## config.mk

```make
export PLATFORM = sky130hd
export DESIGN_NAME = spi_diag_port
export DESIGN_NICKNAME = d
export VERILOG_FILES = /design/src/rtl/spi_diag_pkg.sv /design/src/rtl/spi_edge_det.sv /design/src/rtl/spi_fault_snap.sv /design/src/rtl/spi_shift_chain.sv /design/src/rtl/spi_diag_port.sv
export SDC_FILE = /design/constraint.sdc
export NUM_CORES = 1
export LEC_CHECK = 0
export BUFFER_PORTS_ARGS = -buffer_cell sky130_fd_sc_hd__buf_2
export CORE_MARGIN = 2
export CORE_UTILIZATION = 35
export CTS_CLUSTER_SIZE = 12
export DETAILED_ROUTE_END_ITERATION = 16
export GPL_TIMING_DRIVEN = 1
export PLACE_DENSITY = 0.61
export SETUP_SLACK_MARGIN = 0.4
export SLEW_MARGIN = 25
export SYNTH_ARGS = -nofsm -noshare
export SYNTH_HDL_FRONTEND = slang
export SYNTH_HIERARCHICAL = 1
export SYNTH_SLANG_ARGS = --single-unit
```

## constraint.sdc

```tcl
create_clock -name clk -period 3.8 [get_ports clk]
set_clock_uncertainty 0.05 [all_clocks]
set_input_delay 0.19 -clock clk [delete_from_list [all_inputs] [get_ports clk]]
set_output_delay 0.19 -clock clk [all_outputs]
set_load 0.005 [all_outputs]
```

## src/rtl/spi_diag_pkg.sv

```systemverilog
package spi_diag_pkg;
  localparam int unsigned WORD_BITS  = 8;
  localparam int unsigned CHAN_COUNT = 6;

  // Width of a transfer-length counter that must reach two words plus one.
  function automatic int unsigned len_cnt_width(input int unsigned w);
    return $clog2(2 * w + 2);
  endfunction
endpackage

```

## src/rtl/spi_edge_det.sv

```systemverilog
module spi_edge_det #(
  parameter int N = 2,
  parameter logic [N-1:0] IDLE = '0
) (
  input  logic         clk,
  input  logic         rst,
  input  logic [N-1:0] sig,
  output logic [N-1:0] rise,
  output logic [N-1:0] fall
);
  logic [N-1:0] d_q;

  always_ff @(posedge clk) begin
    if (rst) d_q <= IDLE;
    else     d_q <= sig;
  end

  for (genvar i = 0; i < N; i++) begin : g_edge
    assign rise[i] = sig[i] & ~d_q[i];
    assign fall[i] = ~sig[i] & d_q[i];
  end
endmodule

```

## src/rtl/spi_fault_snap.sv

```systemverilog
module spi_fault_snap #(
  parameter int CH = 6
) (
  input  logic          clk,
  input  logic          rst,
  input  logic          cs_n,
  input  logic          track,
  input  logic [CH-1:0] fault,
  output logic [CH-1:0] snap
);
  always_ff @(posedge clk) begin
    if (rst)        snap <= '0;
    else if (track) snap <= fault;
  end

  // snapshot frozen while the select stays low
  assert_snap_frozen_R5: assert property (@(posedge clk) disable iff (rst)
    (!cs_n && $past(!cs_n) && !$past(rst)) |=> $stable(snap));
endmodule

```

## src/rtl/spi_shift_chain.sv

```systemverilog
module spi_shift_chain #(
  parameter int W  = 8,
  parameter int CW = 5
) (
  input  logic          clk,
  input  logic          rst,
  input  logic          load,
  input  logic          shift,
  input  logic          drive,
  input  logic          si,
  input  logic [W-1:0]  load_val,
  input  logic [W-1:0]  mask,
  output logic [W-1:0]  chain,
  output logic [CW-1:0] cnt,
  output logic          so_q
);
  localparam int PW = (W > 1) ? $clog2(W) : 1;
  localparam logic [CW-1:0] CMAX = CW'(2 * W + 1);
  localparam logic [PW-1:0] PLAST = PW'(W - 1);

  logic [W-1:0]  chain_q;
  logic [PW-1:0] bpos;
  logic          so_next;

  assign chain = chain_q;

  always_comb begin
    so_next = chain_q[W-1] ^ mask[(W - 1) - int'(bpos)];
  end

  always_ff @(posedge clk) begin
    if (rst) begin
      chain_q <= '0;
      cnt     <= '0;
      bpos    <= '0;
      so_q    <= 1'b0;
    end else if (load) begin
      chain_q <= load_val;
      cnt     <= '0;
      bpos    <= '0;
      so_q    <= load_val[W-1] ^ mask[W-1];
    end else begin
      if (shift) begin
        chain_q <= {chain_q[W-2:0], si};
        if (cnt != CMAX) cnt <= cnt + 1'b1;
        bpos <= (bpos == PLAST) ? '0 : bpos + 1'b1;
      end
      if (drive) so_q <= so_next;
    end
  end

  // serial output moves only on a falling bit clock or at select fall
  assert_so_hold_R3: assert property (@(posedge clk) disable iff (rst)
    (!load && !drive) |=> $stable(so_q));
endmodule

```

## src/rtl/spi_diag_port.sv

```systemverilog
module spi_diag_port #(
  parameter int W  = spi_diag_pkg::WORD_BITS,
  parameter int CH = spi_diag_pkg::CHAN_COUNT
) (
  input  logic          clk,
  input  logic          rst,
  input  logic          sck,
  input  logic          cs_n,
  input  logic          si,
  input  logic          pwm_mode,
  input  logic [CH-1:0] fault,
  output logic          so,
  output logic          so_oe,
  output logic [CH-1:0] gate_en,
  output logic          mode_mon
);
  localparam int CW = spi_diag_pkg::len_cnt_width(W);
  localparam logic [CW-1:0] LEN_ONE = CW'(W);
  localparam logic [CW-1:0] LEN_TWO = CW'(2 * W);

  logic [1:0]    rise, fall;
  logic          cs_rise, cs_fall, sck_rise, sck_fall;
  logic [CH-1:0] snap;
  logic [W-1:0]  mask, chain, cmd_q;
  logic [CW-1:0] cnt;
  logic          oe_q;

  spi_edge_det #(.N(2), .IDLE(2'b10)) u_edge (
    .clk(clk), .rst(rst), .sig({cs_n, sck}), .rise(rise), .fall(fall)
  );

  assign cs_rise  = rise[1];
  assign cs_fall  = fall[1];
  assign sck_rise = rise[0];
  assign sck_fall = fall[0];

  spi_fault_snap #(.CH(CH)) u_snap (
    .clk(clk), .rst(rst), .cs_n(cs_n), .track(cs_n | cs_fall),
    .fault(fault), .snap(snap)
  );

  always_comb begin
    mask         = '0;
    mask[CH-1:0] = snap;
    mask[CH]     = pwm_mode;
  end

  spi_shift_chain #(.W(W), .CW(CW)) u_chain (
    .clk(clk), .rst(rst), .load(cs_fall),
    .shift(sck_rise & ~cs_n), .drive(sck_fall & ~cs_n), .si(si),
    .load_val(cmd_q), .mask(mask), .chain(chain), .cnt(cnt), .so_q(so)
  );

  always_ff @(posedge clk) begin
    if (rst) begin
      cmd_q <= '0;
      oe_q  <= 1'b0;
    end else begin
      if (cs_rise && (cnt == LEN_ONE || cnt == LEN_TWO)) cmd_q <= chain;
      oe_q <= ~cs_n & ~pwm_mode;
    end
  end

  assign so_oe    = oe_q;
  assign gate_en  = cmd_q[CH-1:0];
  assign mode_mon = cmd_q[CH];

  // enable only after a selected, non-override clock
  assert_oe_gate_R6: assert property (@(posedge clk) disable iff (rst)
    so_oe |-> $past(!cs_n && !pwm_mode));

  // command moves only at the select rising edge
  assert_cmd_hold_R7: assert property (@(posedge clk) disable iff (rst)
    !cs_rise |=> $stable(cmd_q));

  // bit clock activity while deselected leaves the length count alone
  assert_cs_idle_R9: assert property (@(posedge clk) disable iff (rst)
    cs_n |=> $stable(cnt));
endmodule

```

==> metrics.yaml <==
synth-simple-area-share_pct: 21.56
hold_start: "pwm_mode"
rsz0062_at_grt: "false"
cts_tree: "yes"
clock-sinks: 34
critPathTopFamily: "multiplexers"
numCtsBuffers: 5
globalplace.congestion: 0.7297
synth_compound_area_share_pct: 4.927
grt_antenna_before_repair: 0
critical_path_arrival_ns: 1.78
synth_edf_count: 0
fmax_mhz: 611.0
r2r_start: "u_chain/bpos[0]"
fillers: 448
wl_mm: 2.775
core_um2: 4414
syn_inst: 169
end_kind: "flip-flop"
period_needed_ns: 1.637
port_buffers: 20
hold_viol_final: 0
diodes: 0
dp_hpwl_mm: 1.881
clk_latency_ns: 0.28
synth_area_per_cell_um2: 9.617
drt_iter0_markers: 42
post_cts_resize_count: 0
irDropWorstVdd_uv: 185.2
clk_pin_slew_ns: 0.07
ys_async_sr_fraction_pct: 0
syn-cell-area_um2: 1625
wl_per_cell_um: 11.66
viasPerCell: 4.706
htree_levels: 2
yosysMostFrequentCell: "dfxtp_1"
ys_types: 28
grt_pass1_vias: 1045
setup_total_negative_slack_ns: 0
yosysWarnings: 6
setup_viol: 0
grt_pass1_wl_mm: 4.850
critPathSlowestCell: "mux4_1"
die_area_um2: 5205
area_growth_pct: 11.70
worst_pin_slew_ns: 0.7116
firstDrtPassIters: 4
fin_crit_sh_pct: 43.07
post_cts_buffers: 0
grt_max_degree: 36
synth_area_leaders: "dfxtp_1 42%, mux2i_1 15%, nor2_1 6.7%"
yosys.area.top_type: "dfxtp_1"
cp_num_buf_inv: 0
yosysTopAreaCellShare_pct: 41.88
synth_common_cells: "34 x dfxtp_1, 29 x nor2_1, 25 x mux2i_1, 16 x nand2b_1, 11 x a21oi_1"
fp.dieW_um: 72.15
ys_seq_area_share_pct: 41.88
grt_use_total_pct: 12.28
synthMuxAreaShare_pct: 18.63
path_cells: "mux4_1 > mux2i_1 > xor2_1 > o32ai_1"
initial_core_util_pct: 36.82
fin_nets: 201
cp_slowest_stage_delay_ns: 0.58
final_layout_size_suffix_gt1_share_pct: 18.28
synth_top_family_by_area: "simple AND/OR/NAND/NOR gates"
worstPathRequired_ns: 3.94
startpoint_type: "flip-flop"
hold_path_class: "in -> reg"
antenna_left: 0
globalRouteOverflowTotal: 0
die_h_um: 72.15
fin_hold_ws_ns: 0.04320
vias: 1120
crit_path_max_fanout: 5
leakagePower_nw: 0.7278
synth_xor_area_share_pct: 3.772
rows: 24
remaining_drc_errors: 0
ios: 21
drv_cap: 0
synthAdderAreaFrac_pct: 3.079
clock_path_buffers: 2
synth_flop_cell: "dfxtp_1"
startpoint: "u_chain/bpos[0]"
critical_path_class: "reg -> reg"
clock-root-buffer: "clkbuf_8"
outcome: "completed"
holdBufCountCts: 0
slew_viol_final: 0
synth-seq-cells: 34
relSlewSlack_pct: 52.20
p_per_area_nw_per_um2: 381.7
==> through the flow <==
stage / power, mW / std cells / cell area [um2] / utilization (%) / setup WS (ns)
after floorplan: 0.4145 / 170 / 1629 / - / 2.297
after global placement: 0.4298 / 230 / 1724 / 39.06 / 2.182
after detailed placement: 0.4303 / 230 / 1724 / 39.06 / 2.118
after CTS: 0.7048 / 238 / 1815 / 41.13 / 2.171
after global routing: 0.7305 / 238 / 1815 / 41.13 / 2.072
final: 0.6930 / 238 / 1815 / 41.13 / 2.163
==> state kept, by name (all words and copies together) (netlist names) <==
signal         flops
u_edge/d_q         2
u_chain/bpos       3
u_chain/cnt        5
so_oe              1
u_chain/so_q       1
u_snap/snap        6
u_chain/chain      8
cmd_q              8
==> cell type report <==
type	count	area (um2)	share of cell area (%)
repair buffers	22	115.1	6.340
inverters	3	11.26	0.6203
clock buffers	7	86.33	4.755
well taps	52	65.06	3.584
clock inverters	1	5.005	0.2757
multi-input cells	119	852.1	46.93
flip-flops and latches	34	680.7	37.49
==> cells in the final DEF, fill, tap and decap left out, drive strengths merged <==
cell and count:
or2 4, nand2 2, a21oi 11, inv 3, dfxtp 34, mux2i 25
clkinv 1, nor3b 1, nor2 29, nand2b 17, o31ai 1, xor2 6
nand4 2, nor4 1, ha 4, xnor2 1, mux4 2, conb 2
o32ai 1, nor3 2, nor2b 7, clkbuf 7, o311ai 1, buf 22
==> worst paths after layout <==
check,endpoint,slack (ns),cells after the start
max,u_chain/so_q,2.16,4
min,so_oe,0.04,2
max reg2reg,u_chain/so_q,2.16,4
min reg2reg,cmd_q[2],0.44,2
==> where the power goes <==
group | internal [mW] | leakage (nW) | switching (mW) | total (mW)
Combinational | 0.0251 | 0.403 | 0.0272 | 0.0523
Clock | 0.146 | 0.0482 | 0.125 | 0.271
Sequential | 0.364 | 0.276 | 0.00507 | 0.369
Total | 0.535 | 0.728 | 0.158 | 0.693
==> per-layer routing <==
metal  vias up  global-route usage, %  wire (um)
met4         0                  7.547         78
li1        587                      -          -
met2        14                  17.64       1178
met5         -                      0          0
met1       513                  15.86       1424
met3         6                  4.028         93
==> worst register-to-register path, cell delays in order (launching register included) <==
cell,delay [ns]
dfxtp_1,0.42
mux4_1,0.58
mux2i_1,0.20
xor2_1,0.09
o32ai_1,0.21
==> logic make-up after synthesis <==
kind of cell,after synthesis
mux,27
buf+inv,17
simple gates,65
xor+xnor,7
flops,34
compound gates,14
other cells,1
fa+ha+maj,4
Power figures use the tool's default switching activity.
